--- src/rtl/walk_pkg.sv ---
// Shared types for the two-stage guest page walker.
// Assumes: one walk in progress at a time; the state order has no meaning.
package walk_pkg;

    typedef enum logic [2:0] {
        ST_IDLE,
        ST_DIR_XL,
        ST_DIR_RD,
        ST_TBL_XL,
        ST_TBL_RD,
        ST_PG_XL,
        ST_DONE
    } walk_st_e;

endpackage

--- src/rtl/walk_seq.sv ---
// Walk sequencer: steps through the translate/read phases of one walk
// and records how the walk ended.
// Assumes: responses are sampled only in the state that waits for them.
module walk_seq
    import walk_pkg::*;
(
    input  logic     clk,
    input  logic     rst_n,
    input  logic     req_valid,
    input  logic     pg_en,
    input  logic     xl_ack,
    input  logic     xl_fault,
    input  logic     rd_ack,
    input  logic     ent_present,
    output walk_st_e st,
    output logic     gpf_q,
    output logic     slv_q
);

    walk_st_e st_nx;

    // Next-state choice for the walk phases.
    always_comb begin
        st_nx = st;
        case (st)
            ST_IDLE:   if (req_valid) st_nx = pg_en ? ST_DIR_XL : ST_PG_XL;
            ST_DIR_XL: if (xl_ack) st_nx = xl_fault ? ST_DONE : ST_DIR_RD;
            ST_DIR_RD: if (rd_ack) st_nx = ent_present ? ST_TBL_XL : ST_DONE;
            ST_TBL_XL: if (xl_ack) st_nx = xl_fault ? ST_DONE : ST_TBL_RD;
            ST_TBL_RD: if (rd_ack) st_nx = ent_present ? ST_PG_XL : ST_DONE;
            ST_PG_XL:  if (xl_ack) st_nx = ST_DONE;
            ST_DONE:   st_nx = ST_IDLE;
            default:   st_nx = ST_IDLE;
        endcase
    end

    // State register.
    always_ff @(posedge clk) begin
        if (!rst_n) st <= ST_IDLE;
        else        st <= st_nx;
    end

    // Fault flags: cleared when a walk starts, set by the step that fails.
    always_ff @(posedge clk) begin
        if (!rst_n) begin
            gpf_q <= 1'b0;
            slv_q <= 1'b0;
        end else if (st == ST_IDLE && req_valid) begin
            gpf_q <= 1'b0;
            slv_q <= 1'b0;
        end else begin
            if ((st == ST_DIR_RD || st == ST_TBL_RD) && rd_ack && !ent_present)
                gpf_q <= 1'b1;
            if ((st == ST_DIR_XL || st == ST_TBL_XL || st == ST_PG_XL) && xl_ack && xl_fault)
                slv_q <= 1'b1;
        end
    end

    // a taken request leaves idle at once.
    a_r1_leave_idle: assert property (@(posedge clk) disable iff (!rst_n)
        (st == ST_IDLE && req_valid) |=> (st != ST_IDLE));

    // the result cycle is always followed by idle.
    a_r8_done_to_idle: assert property (@(posedge clk) disable iff (!rst_n)
        (st == ST_DONE) |=> (st == ST_IDLE));

endmodule

--- src/rtl/walk_path.sv ---
// Walk datapath: holds the request, the last entry frame and the last
// translated address, and builds the guest-physical address for each step.
// Assumes: ADDR_W = OFF_W + 2*IDX_W and OFF_W > IDX_W (entries wider than one byte).
module walk_path
    import walk_pkg::*;
#(
    parameter int IDX_W  = 10,
    parameter int OFF_W  = 12,
    parameter int ADDR_W = OFF_W + 2 * IDX_W
) (
    input  logic                    clk,
    input  logic                    rst_n,
    input  walk_st_e                st,
    input  logic                    req_take,
    input  logic [ADDR_W-1:0]       req_lin,
    input  logic [ADDR_W-OFF_W-1:0] req_root_frm,
    input  logic                    req_pg_en,
    input  logic                    xl_ack,
    input  logic [ADDR_W-1:0]       xl_hpa,
    input  logic                    rd_ack,
    input  logic [ADDR_W-OFF_W-1:0] rd_frm,
    output logic [ADDR_W-1:0]       xl_gpa,
    output logic [ADDR_W-1:0]       rd_addr,
    output logic [ADDR_W-1:0]       res_hpa
);

    localparam int FRM_W  = ADDR_W - OFF_W;
    localparam int ENT_SH = OFF_W - IDX_W;

    logic [ADDR_W-1:0] lin_q;
    logic [FRM_W-1:0]  root_q;
    logic [FRM_W-1:0]  ent_q;
    logic [ADDR_W-1:0] hpa_q;
    logic              pg_q;

    logic [IDX_W-1:0]  dir_idx;
    logic [IDX_W-1:0]  tbl_idx;
    logic [OFF_W-1:0]  pg_off;

    assign dir_idx = lin_q[ADDR_W-1 -: IDX_W];
    assign tbl_idx = lin_q[OFF_W +: IDX_W];
    assign pg_off  = lin_q[OFF_W-1:0];

    // Capture the request when a walk starts.
    always_ff @(posedge clk) begin
        if (!rst_n) begin
            lin_q  <= '0;
            root_q <= '0;
            pg_q   <= 1'b0;
        end else if (req_take) begin
            lin_q  <= req_lin;
            root_q <= req_root_frm;
            pg_q   <= req_pg_en;
        end
    end

    // Keep the latest translated address and the latest entry frame.
    always_ff @(posedge clk) begin
        if (!rst_n) begin
            hpa_q <= '0;
            ent_q <= '0;
        end else begin
            if (xl_ack && (st == ST_DIR_XL || st == ST_TBL_XL || st == ST_PG_XL))
                hpa_q <= xl_hpa;
            if (rd_ack && (st == ST_DIR_RD || st == ST_TBL_RD))
                ent_q <= rd_frm;
        end
    end

    // Guest-physical address sent to the translator in each step.
    always_comb begin
        case (st)
            ST_DIR_XL: xl_gpa = {root_q, dir_idx, {ENT_SH{1'b0}}};
            ST_TBL_XL: xl_gpa = {ent_q, tbl_idx, {ENT_SH{1'b0}}};
            ST_PG_XL:  xl_gpa = pg_q ? {ent_q, pg_off} : lin_q;
            default:   xl_gpa = '0;
        endcase
    end

    assign rd_addr = hpa_q;
    assign res_hpa = hpa_q;

    // the captured request does not change while a walk is running.
    a_r1_req_held: assert property (@(posedge clk) disable iff (!rst_n)
        (st != ST_IDLE && $past(st) != ST_IDLE) |-> ($stable(lin_q) && $stable(root_q)));

endmodule

--- src/rtl/gla_two_stage_walker.sv ---
// Two-stage guest page walker top. It translates a guest linear address
// through guest two-level paging, and sends every guest-physical address
// (entry addresses and the final page address) through an external
// second-stage translator.
// Assumes: translator and memory respond in the same cycle or later, and
// a response is only given while the matching request is high.
module gla_two_stage_walker
    import walk_pkg::*;
#(
    parameter int IDX_W = 10,
    parameter int OFF_W = 12
) (
    input  logic        clk,
    input  logic        rst_n,
    input  logic        req_valid,
    output logic        req_ready,
    input  logic [31:0] req_lin,
    input  logic [31:0] req_root,
    input  logic        req_pg_en,
    output logic        sl_req_valid,
    output logic [31:0] sl_req_gpa,
    input  logic        sl_rsp_valid,
    input  logic [31:0] sl_rsp_hpa,
    input  logic        sl_rsp_fault,
    output logic        mem_rd_valid,
    output logic [31:0] mem_rd_addr,
    input  logic        mem_rd_ack,
    input  logic [31:0] mem_rd_data,
    output logic        done_valid,
    output logic [31:0] done_hpa,
    output logic        done_gpf,
    output logic        done_slv
);

    localparam int ADDR_W = OFF_W + 2 * IDX_W;

    walk_st_e st;
    logic     gpf_q;
    logic     slv_q;
    logic     req_take;
    logic     unused_bits;

    assign unused_bits = ^{mem_rd_data[OFF_W-1:1], req_root[OFF_W-1:0]};

    assign req_ready    = (st == ST_IDLE);
    assign req_take     = req_valid && req_ready;
    assign sl_req_valid = (st == ST_DIR_XL) || (st == ST_TBL_XL) || (st == ST_PG_XL);
    assign mem_rd_valid = (st == ST_DIR_RD) || (st == ST_TBL_RD);
    assign done_valid   = (st == ST_DONE);
    assign done_gpf     = gpf_q;
    assign done_slv     = slv_q;

    walk_seq u_seq (
        .clk         (clk),
        .rst_n       (rst_n),
        .req_valid   (req_valid),
        .pg_en       (req_pg_en),
        .xl_ack      (sl_rsp_valid),
        .xl_fault    (sl_rsp_fault),
        .rd_ack      (mem_rd_ack),
        .ent_present (mem_rd_data[0]),
        .st          (st),
        .gpf_q       (gpf_q),
        .slv_q       (slv_q)
    );

    walk_path #(
        .IDX_W  (IDX_W),
        .OFF_W  (OFF_W),
        .ADDR_W (ADDR_W)
    ) u_path (
        .clk          (clk),
        .rst_n        (rst_n),
        .st           (st),
        .req_take     (req_take),
        .req_lin      (req_lin),
        .req_root_frm (req_root[ADDR_W-1:OFF_W]),
        .req_pg_en    (req_pg_en),
        .xl_ack       (sl_rsp_valid),
        .xl_hpa       (sl_rsp_hpa),
        .rd_ack       (mem_rd_ack),
        .rd_frm       (mem_rd_data[ADDR_W-1:OFF_W]),
        .xl_gpa       (sl_req_gpa),
        .rd_addr      (mem_rd_addr),
        .res_hpa      (done_hpa)
    );

    // a read request is held with a stable address until acknowledged.
    a_r9_rd_hold: assert property (@(posedge clk) disable iff (!rst_n)
        (mem_rd_valid && !mem_rd_ack) |=> (mem_rd_valid && $stable(mem_rd_addr)));

    // a translation request is held with a stable address until answered.
    a_r9_xl_hold: assert property (@(posedge clk) disable iff (!rst_n)
        (sl_req_valid && !sl_rsp_valid) |=> (sl_req_valid && $stable(sl_req_gpa)));

    // translation and read requests never overlap.
    a_r5_no_overlap: assert property (@(posedge clk) disable iff (!rst_n)
        !(sl_req_valid && mem_rd_valid));

    // the two fault outcomes exclude each other.
    a_r8_flags_excl: assert property (@(posedge clk) disable iff (!rst_n)
        done_valid |-> !(done_gpf && done_slv));

    // a guest fault follows a read that returned a non-present entry.
    a_r6_gpf_cause: assert property (@(posedge clk) disable iff (!rst_n)
        (done_valid && done_gpf) |-> $past(mem_rd_valid && mem_rd_ack && !mem_rd_data[0]));

    // a violation follows a faulting translator response.
    a_r7_slv_cause: assert property (@(posedge clk) disable iff (!rst_n)
        (done_valid && done_slv) |-> $past(sl_req_valid && sl_rsp_valid && sl_rsp_fault));

    // a clean result equals the last translator response.
    a_r5_hpa_src: assert property (@(posedge clk) disable iff (!rst_n)
        (done_valid && !done_gpf && !done_slv) |-> (done_hpa == $past(sl_rsp_hpa)));

endmodule

--- config.mk ---
export PLATFORM = sky130hd
export DESIGN_NAME = gla_two_stage_walker
export DESIGN_NICKNAME = d
export VERILOG_FILES = /design/src/rtl/walk_pkg.sv /design/src/rtl/walk_seq.sv /design/src/rtl/walk_path.sv /design/src/rtl/gla_two_stage_walker.sv
export SDC_FILE = /design/constraint.sdc
export NUM_CORES = 1
export LEC_CHECK = 0
export ABC_AREA = 0
export BUFFER_PORTS_ARGS = -buffer_cell sky130_fd_sc_hd__clkbuf_2
export CAP_MARGIN = 20
export CORE_MARGIN = 5
export CORE_UTILIZATION = 43
export DETAILED_ROUTE_END_ITERATION = 16
export HOLD_SLACK_MARGIN = 0.12
export PLACE_DENSITY = 0.77
export SETUP_SLACK_MARGIN = 0.3
export SLEW_MARGIN = 10
export SYNTH_ARGS = -nofsm -noshare
export SYNTH_HDL_FRONTEND = slang
export SYNTH_HIERARCHICAL = 1
export SYNTH_SLANG_ARGS = --single-unit
--- constraint.sdc ---
create_clock -name clk -period 1.8 [get_ports clk]
set_input_delay 0.36 -clock clk [delete_from_list [all_inputs] [get_ports clk]]
set_output_delay 0.36 -clock clk [all_outputs]
set_load 0.01 [all_outputs]
==> parameters.txt, run 1 <==
Parameter                              Value

Run status
  Result of the run ... finished, violations left
  Violations in the final reports ... negative setup slack

Worst setup path
  Worst setup EP type ... output port
  Arrival time at the worst endpoint ... 1.81 ns
  Setup crit start kind ... register
  Delay of the slowest cell on the worst path ... 0.39 ns
  Worst path top cell family by delay ... compound AO/OA/AOI/OAI gates
  Sum of buffers and inverters on the critical path ... 2
  Cell type of the slowest stage on the worst timing path ... dfxtp_4
  CP max FO ... 20
  WS Path Type ... register to output port
  WP data required ... 1.44 ns
  Cells traversed along the worst timing path ... and3b_1 > a31o_1 > buf_12 > a221o_1 > buf_2

Yosys
  Synthesized area per cell ... 8.93 sq um
  Number of flops mapped to enable cells by yosys ... 0
  Number of different library cells in the post-synthesis netlist ... 45
  Yosys top cell by area ... dfxtp_1
  Gate count after technology mapping ... 608
  Synthesized-area fraction occupied by ao, oa, aoi and oai cells ... 0.130
  Top flip-flop cell by instance count after synthesis ... dfxtp_1
  Adder-Cell Fraction of Synth Area ... 0.00184
  Area fraction in and, or, nand and nor cells after synthesis ... 0.198
  Combinational family with the most area after synthesis ... simple AND/OR/NAND/NOR gates
  Mux share of post-synthesis cell area ... 0.155
  Number of synthesis warnings ... 6
  Xor and xnor fraction of the mapped netlist area ... 0.00484
  Yosys reg bits ... 110
  Proportion of register bits with asynchronous set or reset after synthesis ... 0
  Largest cells by area after synthesis ... dfxtp_1, mux2i_1, buf_4
  Syn Nets ... 743
  Post-Syn Area ... 0.00543 sq mm
  Register area share after synthesis ... 0.406
  Fraction of post-synthesis cell area in the top cell type by area ... 0.406

Pwr
  Sequential share of power ... 0.355
  Sw Share ... 0.345
  Worst VDD drop ... 0.827 mV
  Areal power density over the cells ... 1200 mW/mm^2
  Share of total power in combinational logic ... 0.435
  Sw power ... 3.08 mW
  Internal power of the cells ... 5.85 mW
  Leak Pwr ... 3.27 nW
  Clock share of power ... 0.210

Global routing
  Final global-route overflow total ... 0
  First-pass GRT wire length ... 24500 um
  Maximum number of pins on one net before global-route repair ... 65
  Global-route usage over all layers ... 0.213
  Initial antenna violation count ... 0
  Via count of the first global-routing pass ... 4809

STA
  Final Critical Period ... 2.17 ns
  Sum Neg Setup Slack ... -8.37 ns
  Unrepaired setup endpoints after global routing ... true
  Finish-stage setup viols ... 32
  Fmax ... 460 MHz
  Final worst-path cycle share ... 1.21
  Skew final ... 0.0114 ns
  Tightest slew margin relative to the limit ... 0.624
  Final hold vios ... 0
  Fin worst setup slack ... -0.374 ns
  Max-slew violation count ... 0
  Slew @ Worst Pin ... 0.563 ns

Finish
  Final Instance Count excl. Fillers ... 974
  Final layout net count ... 932
  Most common cell after layout, fill and taps aside ... clkbuf_2
  Highest-count cells in the layout ignoring fill and taps ... clkbuf_2, dfxtp_1, mux2i_1
  Post-route standard cell area excluding fillers ... 0.00747 sq mm
  Syn-to-layout area delta ... 37.7%
  Number of antenna cells inserted ... 0
  Fraction of final layout cells sized beyond drive strength 1 ... 0.456

Clocking
  Clock latency reported for the late side of the worst-skew pair ... 0.36 ns
  Num CTS Buffers ... 9
  TritonCTS clock tree ... built
  Number of H-tree levels ... 3
  Post-CTS Hold Fix Bufs ... 0
  Clock buffer depth ... 2
  CTS Sinks ... 110
  Worst-path clk slew ... 0.08 ns
  CTS Root Cell ... clkbuf_16

Drt
  Antenna viol nets, final ... 0
  # DRC ... 0
  Pre-antenna DRT Iters ... 5
  Routed wire length ... 17300 um
  Vias ... 5121
  Drt via density ... 5.26
  Routed wire length per instance ... 17.7 um
  Number of DRC markers after the initial detailed-route iteration ... 223

Placed design
  Sum of net half-perimeters after detailed placement ... 11100 um
  Placed Area ... 0.00650 sq mm
  Post-placement worst setup slack ... -0.168 ns
  Placed Cells ... 932
  Input/output buffers ... 213
  Routability congestion estimate from global placement ... 0.818

Floorplanning
  Std-Cell Core Area ... 0.0125 sq mm
  Die footprint ... 0.0150 sq mm
  Top-level I/O count ... 237
  Effective utilization at floorplan ... 0.434
  Floorplan die height ... 122 um
  DIE WIDTH ... 122 um
  Number of rows in the core area ... 41

Min path
  Min-delay worst type ... input pin to register

Job
  Number of max-cap violations ... 0
==> worst reg2reg max path, cell delays in order (launching register included) <==
cell	delay, ns
dfxtp_4	0.36
buf_4	0.20
nor3_4	0.20
and2_4	0.24
bufbuf_16	0.29
mux2i_1	0.21
nor2_1	0.06
==> metal layers <==
| layer | vias up | GRT usage | routed length, um |
|---|---|---|---|
| li1 | 2454 | - | - |
| met1 | 2399 | 0.244 | 6740 |
| met2 | 240 | 0.367 | 8460 |
| met3 | 28 | 0.0829 | 1620 |
| met4 | 0 | 0.0658 | 458 |
| met5 | - | 0 | 0 |
==> sequential cells by signal, indices dropped and copies added, names as in the netlist <==
signal	cells
u_path/root_q	20
u_seq/st	3
u_path/pg_q	1
u_path/ent_q	20
u_seq/slv_q	1
u_path/rd_addr	32
u_seq/gpf_q	1
u_path/lin_q	32
==> synthesized netlist by cell type, types with 2 or more instances <==
| library cell | instances |
|---|---|
| buf_2 | 8 |
| clkbuf_1 | 34 |
| nand2_1 | 54 |
| and3_1 | 3 |
| a21oi_1 | 42 |
| buf_4 | 37 |
| a22o_1 | 10 |
| or3b_2 | 4 |
| nor2_1 | 60 |
| xor2_1 | 2 |
| inv_1 | 14 |
| and3b_1 | 2 |
| dfxtp_1 | 110 |
| and2_1 | 13 |
| mux2i_1 | 83 |
| a221o_1 | 11 |
| nand3b_1 | 9 |
| buf_6 | 6 |
| nand2b_1 | 2 |
| o21ai_0 | 42 |
| or3b_1 | 28 |
| nor2b_1 | 2 |
| or2_2 | 10 |
==> logic make-up (layout without fill, tap and decap cells) <==
group	after synthesis	count (layout)
simple gates	196	202
compound gates	115	115
fa+ha+maj	1	1
buf+inv	99	287
flops	110	110
xor+xnor	3	3
mux	84	84
==> area by class of cell <==
cell class | count | area [sq um]
inverter | 14 | 52.6
clock buffer | 13 | 250
timing repair buffer | 257 | 1720
fill | 1103 | 5050
multi-input combinational | 405 | 3000
sequential | 110 | 2210
tap | 172 | 215
clock inverter | 3 | 18.8
==> through the flow <==
step,util,hold WS [ns],power (mW)
floorplan,-,0.435,5.23
global placement,0.519,0.444,6.03
detailed placement,0.519,0.451,6.07
CTS,0.572,0.217,8.64
global route,0.597,0.226,9.38
finish,0.597,0.224,8.93
==> final timing paths <==
path | start | slack [ns] | endpoint | cells past startpoint
worst max register to register | u_seq/st[1]$_SDFFE_PN0P_ | 0.13 | u_path/root_q[18]$_SDFFE_PN0P_ | 6
worst min register to register | u_path/ent_q[10]$_SDFFE_PN0P_ | 0.46 | u_path/ent_q[10]$_SDFFE_PN0P_ | 2
worst min-delay path | mem_rd_data[15] | 0.22 | u_path/ent_q[3]$_SDFFE_PN0P_ | 3
worst max-delay path | u_seq/st[2]$_SDFFE_PN0P_ | -0.37 | sl_req_gpa[12] | 5
==> power by group through the flow <==
stage / registers [mW] / logic (mW) / clock network, mW
after floorplan: 3.16 / 2.07 / 0
final: 3.17 / 3.88 / 1.87
after detailed placement: 3.19 / 2.88 / 0
after CTS: 3.14 / 3.56 / 1.93
after global routing: 3.22 / 4.15 / 2.01
after global placement: 3.18 / 2.85 / 0
==> what timing repair did <==
action | in CTS | in global routing
gates cloned | 10 | 4
gates resized for setup | 48 | 104
pin swaps | 28 | 69
setup endpoints to repair | 141 | 143
buffers inserted | 7 | 5
(Power assumes the default switching activity.)
==> inputs of run 2 (changes only) <==
CORE_UTILIZATION = 48   (was 43)
PLACE_DENSITY = 0.82   (was 0.77)
clock period = 2.35 ns   (was 1.8 ns; I/O delays follow)
==> parameters.txt, run 2 (same netlist as run 1, synthesis figures left out) <==
Parameter                              Value

Run status
  Result of the run ... complete, no violations (was finished, violations left)

Worst setup path
  Cells traversed along the worst timing path ... buf_6 > nor4bb_4 > buf_4 > and2_4 > a221o_1 > buf_2 (was and3b_1 > a31o_1 > buf_12 > a221o_1 > buf_2)
  Setup crit start kind ... register (unchanged)
  WP data required ... 1.88 ns (was 1.44 ns)
  Delay of the slowest cell on the worst path ... 0.37 ns (was 0.39 ns)
  Cell type of the slowest stage on the worst timing path ... dfxtp_4 (unchanged)
  Number of cells on the worst reg-to-reg path ... 8 (was 6)
  WS Path Type ... register to output port (unchanged)
  Worst path top cell family by delay ... buffers and inverters (was compound AO/OA/AOI/OAI gates)
  Arrival time at the worst endpoint ... 1.74 ns (was 1.81 ns)
  Origin of the worst setup path ... u_seq/st[1]$_SDFFE_PN0P_ (was u_seq/st[2]$_SDFFE_PN0P_)
  Sum of buffers and inverters on the critical path ... 3 (was 2)
  Worst setup EP type ... output port (unchanged)
  Number of cells on the critical path ... 6 (was 5)
  Worst r2r src ... u_seq/st[1]$_SDFFE_PN0P_ (unchanged)
  CP max FO ... 6 (was 20)

STA
  Finish-stage setup viols ... 0 (was 32)
  Tightest slew margin relative to the limit ... 0.633 (was 0.624)
  Fmax ... 452 MHz
  Final worst-path cycle share ... 0.941
  Sum Neg Setup Slack ... 0 ns (was -8.37 ns)
  Max-slew violation count ... 0 (unchanged)
  Unrepaired setup endpoints after global routing ... true (unchanged)
  Slew @ Worst Pin ... 0.549 ns (was 0.563 ns)
  Skew final ... 0.0147 ns (was 0.0114 ns)
  Final Critical Period ... 2.21 ns
  Final hold vios ... 0 (unchanged)

Min path
  Hold_sp ... mem_rd_data[16] (was mem_rd_data[15])
  Number of instances on the worst hold path ... 3 (unchanged)
  Min-delay worst type ... input pin to register (unchanged)

Global routing
  Final global-route overflow total ... 0 (unchanged)
  Via count of the first global-routing pass ... 4789 (was 4809)
  Initial antenna violation count ... 0 (unchanged)
  First-pass GRT wire length ... 23200 um (was 24500 um)
  Global-route usage over all layers ... 0.215 (was 0.213)
  Maximum number of pins on one net before global-route repair ... 86 (was 65)

Finish
  Number of antenna cells inserted ... 0 (unchanged)
  Final Instance Count excl. Fillers ... 928 (was 974)
  Syn-to-layout area delta ... 28.9% (was 37.7%)
  Final core area utilization ... 0.637 (was 0.597)
  Fraction of final layout cells sized beyond drive strength 1 ... 0.402 (was 0.456)
  Most common cell after layout, fill and taps aside ... clkbuf_2 (unchanged)
  Highest-count cells in the layout ignoring fill and taps ... clkbuf_2, dfxtp_1, mux2i_1 (unchanged)
  Final layout net count ... 918 (was 932)

Pwr
  Areal power density over the cells ... 918 mW/mm^2 (was 1200 mW/mm^2)
  Leak Pwr ... 3.14 nW (was 3.27 nW)
  Worst VDD drop ... 0.526 mV (was 0.827 mV)
  Total Power ... 6.42 mW (was 8.93 mW)

Clocking
  Num CTS Buffers ... 9 (unchanged)
  Clock buffer depth ... 2 (unchanged)
  Number of H-tree levels ... 3 (unchanged)
  Clock latency reported for the late side of the worst-skew pair ... 0.35 ns (was 0.36 ns)
  Post-CTS Hold Fix Bufs ... 0 (unchanged)
  TritonCTS clock tree ... built (unchanged)
  CTS Root Cell ... clkbuf_16 (unchanged)
  Worst-path clk slew ... 0.09 ns (was 0.08 ns)
  CTS Sinks ... 110 (unchanged)

Floorplanning
  Die footprint ... 0.0135 sq mm (was 0.0150 sq mm)
  Effective utilization at floorplan ... 0.494 (was 0.434)
  Number of rows in the core area ... 38 (was 41)
  Top-level I/O count ... 237 (unchanged)
  Floorplan die height ... 116 um (was 122 um)
  DIE WIDTH ... 116 um (was 122 um)
  Std-Cell Core Area ... 0.0110 sq mm (was 0.0125 sq mm)

Drt
  Antenna viol nets, final ... 0 (unchanged)
  Metal1 wirelength ... 6260 um (was 6740 um)
  Top layer used by detailed routing ... met4 (unchanged)
  Routed wire length ... 15500 um (was 17300 um)
  Met3 routed wirelength ... 1520 um (was 1620 um)
  Length of routed met2 wiring ... 7450 um (was 8460 um)
  Number of DRC markers after the initial detailed-route iteration ... 360 (was 223)
  Pre-antenna DRT Iters ... 6 (was 5)
  Vias ... 5005 (was 5121)
  Routed wire length per instance ... 16.7 um (was 17.7 um)
  # DRC ... 0 (unchanged)
  Drt via density ... 5.39 (was 5.26)

Placed design
  Routability congestion estimate from global placement ... 0.826 (was 0.818)
  Placed Cells ... 893 (was 932)
  Input/output buffers ... 213 (unchanged)
  Sum of net half-perimeters after detailed placement ... 10700 um (was 11100 um)

Job
  Number of max-cap violations ... 0 (unchanged)
run 2: cell types whose count changed in the layout (fill, tap and decap cells not counted), sizes merged, moves of 2 or more:
cell    change
clkbuf      -7
and2        -6
buf         -5
a31o        +3
inv         +3
bufbuf      -2
run 2: power breakdown:
| group | total, mW | internal [mW] | switching (mW) |
|---|---|---|---|
| logic | 2.48 | 1.20 | 1.28 |
| registers | 2.43 | 2.19 | 0.243 |
| clock network | 1.52 | 0.778 | 0.740 |
run 2: tightest hold or removal path: stages:
cell,delay [ns]
clkbuf_2,0.08
nand2_1,0.04
mux2i_1,0.05
run 2: worst paths after layout:
check	endpoint	slack (ns)
worst min-delay path	u_path/ent_q[4]$_SDFFE_PN0P_	0.33
worst min register to register	u_path/ent_q[3]$_SDFFE_PN0P_	0.46
worst max-delay path	sl_req_gpa[14]	0.14
worst max register to register	u_path/ent_q[18]$_SDFFE_PN0P_	0.44
run 2: repair_timing:
action                                  4_1_cts  5_1_grt
gates resized for setup                      53       29
setup buffers                                10        2
pin swaps                                    18        8
endpoints found under the setup margin       32       32
gates cloned                                  6        1
run 2: layout make-up:
cell class                      count  area [sq um]
Timing Repair Buffer              246          1440
Tap cell                          140           175
Multi-Input combinational cell    402          2810
Fill cell                         928          3990
Clock buffer                       10           239
Sequential cell                   110          2210
Inverter                           14          52.6
Clock inverter                      6          61.3
run 2: metrics by stage:
stage | setup WS [ns] | cell area, sq um | hold slack [ns]
floorplan | 0.418 | 5430 | 0.434
global placement | 0.250 | 6320 | 0.443
detailed placement | 0.224 | 6320 | 0.448
CTS | 0.147 | 6940 | 0.330
global route | 0.0890 | 7000 | 0.336
finish | 0.139 | 7000 | 0.332
run 2: layer usage:
metal,GRT usage,vias to the layer above
li1,-,2432
met4,0.0549,0
met3,0.0632,22
met2,0.370,231
met1,0.264,2320
met5,0,-
==> inputs of run 3 (changes only) <==
CORE_UTILIZATION = 43   (was 48)
PLACE_DENSITY = 0.77   (was 0.82)
clock period = 2 ns   (was 2.35 ns; I/O delays follow)
==> parameters.txt, run 3 (same netlist as run 1, synthesis figures left out) <==
Parameter                              Value

Floorplanning
  Top-level I/O count ... 237 (unchanged)
  DIE WIDTH ... 122 um (was 116 um)
  Die footprint ... 0.0150 sq mm (was 0.0135 sq mm)
  Effective utilization at floorplan ... 0.434 (was 0.494)
  Number of rows in the core area ... 41 (was 38)
  Floorplan die height ... 122 um (was 116 um)
  Std-Cell Core Area ... 0.0125 sq mm (was 0.0110 sq mm)

Pwr
  Share of total power in combinational logic ... 0.424 (was 0.386)
  Sw power ... 2.73 mW (was 2.26 mW)
  Sequential share of power ... 0.355 (was 0.378)
  Areal power density over the cells ... 1090 mW/mm^2 (was 918 mW/mm^2)
  Clock share of power ... 0.221 (was 0.236)
  Leak Pwr ... 3.22 nW (was 3.14 nW)
  Worst VDD drop ... 0.783 mV (was 0.526 mV)
  Sw Share ... 0.342 (was 0.352)
  Internal power of the cells ... 5.24 mW (was 4.16 mW)

Finish
  Fraction of final layout cells sized beyond drive strength 1 ... 0.401 (was 0.402)
  Final Instance Count excl. Fillers ... 966 (was 928)
  Number of fill cells in the layout ... 1134 (was 928)
  Combined area of the multi-input logic cells ... 0.00284 sq mm (was 0.00281 sq mm)
  Most common cell after layout, fill and taps aside ... clkbuf_2 (unchanged)
  Syn-to-layout area delta ... 34.6% (was 28.9%)
  Number of antenna cells inserted ... 0 (unchanged)
  Final core area utilization ... 0.584 (was 0.637)
  Highest-count cells in the layout ignoring fill and taps ... clkbuf_2, dfxtp_1, mux2i_1 (unchanged)
  Post-route standard cell area excluding fillers ... 0.00731 sq mm (was 0.00700 sq mm)
  Final layout net count ... 924 (was 918)
  Register area ... 0.00221 sq mm (about the same)

Global routing
  Global Route met1 Usage ... 0.235 (was 0.264)
  Met2 Usage GRT ... 0.328 (was 0.370)
  Layer carrying the most global-route usage ... met2 (unchanged)
  Initial antenna violation count ... 1 (was 0)
  Global-route usage over all layers ... 0.195 (was 0.215)
  First-pass GRT wire length ... 22900 um (was 23200 um)
  Via count of the first global-routing pass ... 4519 (was 4789)
  Global routing usage on met3 ... 0.0714 (was 0.0632)
  Final global-route overflow total ... 0 (unchanged)
  Maximum number of pins on one net before global-route repair ... 65 (was 86)

Drt
  Drt via density ... 5.18 (was 5.39)
  Vias ... 5002 (was 5005)
  Routed wire length per instance ... 17.0 um (was 16.7 um)
  Pre-antenna DRT Iters ... 5 (was 6)
  Routed wire length ... 16400 um (was 15500 um)
  # DRC ... 0 (unchanged)
  Number of DRC markers after the initial detailed-route iteration ... 420 (was 360)
  Antenna viol nets, final ... 0 (unchanged)

STA
  Final hold vios ... 0 (unchanged)
  Finish-stage setup viols ... 28 (was 0)
  Skew final ... 0.00875 ns (was 0.0147 ns)
  Final Critical Period ... 2.16 ns
  Unrepaired setup endpoints after global routing ... true (unchanged)
  Tightest slew margin relative to the limit ... 0.651 (was 0.633)
  Max-slew violation count ... 0 (unchanged)
  Sum Neg Setup Slack ... -1.97 ns (was 0 ns)
  Fin worst setup slack ... -0.161 ns (was 0.139 ns)
  Slew @ Worst Pin ... 0.523 ns (was 0.549 ns)
  Fmax ... 463 MHz
  Final worst-path cycle share ... 1.08

Placed design
  Input/output buffers ... 213 (unchanged)
  Sum of net half-perimeters after detailed placement ... 10900 um (was 10700 um)
  Routability congestion estimate from global placement ... 0.804 (was 0.826)
  Post-placement worst setup slack ... 0.0737 ns (was 0.224 ns)
  Placed Cells ... 928 (was 893)
  Placed Area ... 0.00643 sq mm (was 0.00632 sq mm)

Worst setup path
  Worst r2r src ... u_seq/st[2]$_SDFFE_PN0P_ (was u_seq/st[1]$_SDFFE_PN0P_)
  Arrival time at the worst endpoint ... 1.76 ns (was 1.74 ns)
  WP data required ... 1.60 ns (was 1.88 ns)
  Number of cells on the worst reg-to-reg path ... 7 (was 8)
  Setup crit start kind ... register (unchanged)
  WS Path Type ... register to output port (unchanged)
  Worst setup EP type ... output port (unchanged)
  CP max FO ... 20 (was 6)
  Worst r2r dst ... u_path/root_q[12]$_SDFFE_PN0P_ (was u_path/ent_q[18]$_SDFFE_PN0P_)
  Slack of the worst reg-to-reg path ... 0.24 ns (was 0.44 ns)

Clocking
  Number of H-tree levels ... 3 (unchanged)
  Worst-path clk slew ... 0.07 ns (was 0.09 ns)
  Clock latency reported for the late side of the worst-skew pair ... 0.34 ns (was 0.35 ns)
  CTS Root Cell ... clkbuf_16 (unchanged)
  TritonCTS clock tree ... built (unchanged)
  CTS Sinks ... 110 (unchanged)
  Num CTS Buffers ... 9 (unchanged)
  Clock buffer depth ... 2 (unchanged)
  Post-CTS Hold Fix Bufs ... 0 (unchanged)

Min path
  Number of instances on the worst hold path ... 3 (unchanged)
  Hold_sp ... mem_rd_data[29] (was mem_rd_data[16])
  Min-delay worst type ... input pin to register (unchanged)
  Endpoint, Worst Hold ... u_path/ent_q[17]$_SDFFE_PN0P_ (was u_path/ent_q[4]$_SDFFE_PN0P_)

Run status
  Violations in the final reports ... negative setup slack
  Result of the run ... finished, violations left (was complete, no violations)

Job
  Number of max-cap violations ... 0 (unchanged)
==> run 3: cell count changes in the layout (fill, tap and decap cells not counted), sizes merged <==
cell      previous run  this run
inv                 18        15
clkinvlp             1         0
a31o                 4         1
bufbuf               1         0
clkbuf             204       218
clkinv               1         2
and2                14        16
buf                 51        48
==> run 3: worst max-delay path by stage <==
stage,endpoint,depth (start not counted),from
2_1_floorplan,sl_req_gpa[23],5,u_seq/st[1]$_SDFFE_PN0P_
3_3_place_gp,sl_req_gpa[12],4,u_seq/st[1]$_SDFFE_PN0P_
3_5_place_dp,sl_req_gpa[12],4,u_seq/st[1]$_SDFFE_PN0P_
4_1_cts,sl_req_gpa[12],5,u_seq/st[1]$_SDFFE_PN0P_
5_1_grt,sl_req_gpa[12],5,u_seq/st[0]$_SDFFE_PN0P_
6_report,sl_req_gpa[12],5,u_seq/st[2]$_SDFFE_PN0P_
==> run 3: what timing repair did <==
item	in CTS	in global routing
pin swaps	12	30
gates cloned	1	9
setup buffers	8	4
endpoints found under the setup margin	66	101
gates resized for setup	48	44
==> run 3: layout make-up <==
| type | instances | area share |
|---|---|---|
| Tap cell | 172 | 0.0295 |
| Timing Repair Buffer | 253 | 0.232 |
| Clock inverter | 3 | 0.00360 |
| Multi-Input combinational cell | 401 | 0.388 |
| Sequential cell | 110 | 0.303 |
| Clock buffer | 13 | 0.0370 |
| Inverter | 14 | 0.00719 |
==> run 3: power groups by stage <==
stage,Combinational [mW],Clock [mW],Sequential [mW]
final,3.38,1.76,2.83
after global routing,3.61,1.90,2.88
after CTS,2.83,1.80,2.83
after detailed placement,2.52,0,2.87
after global placement,2.48,0,2.86
after floorplan,1.79,0,2.84
==> run 3: metal layers <==
metal / routed length [um] / vias to the layer above
met2: 7880 / 209
met1: 6790 / 2338
met4: 223 / 2
met3: 1470 / 18
li1: - / 2435
met5: 12 / -
==> run 3: worst max-delay path: stages (launching register included) <==
cell	delay (ns)
dfxtp_4	0.38
and3b_1	0.17
a31o_1	0.21
buf_12	0.16
a221o_1	0.35
buf_6	0.14
==> run 3: stage by stage <==
stage          hold WS (ns)  power (mW)
2_1_floorplan         0.434        4.63
3_3_place_gp          0.445        5.35
3_5_place_dp          0.450        5.39
4_1_cts               0.262        7.46
5_1_grt               0.270        8.39
6_report              0.273        7.97
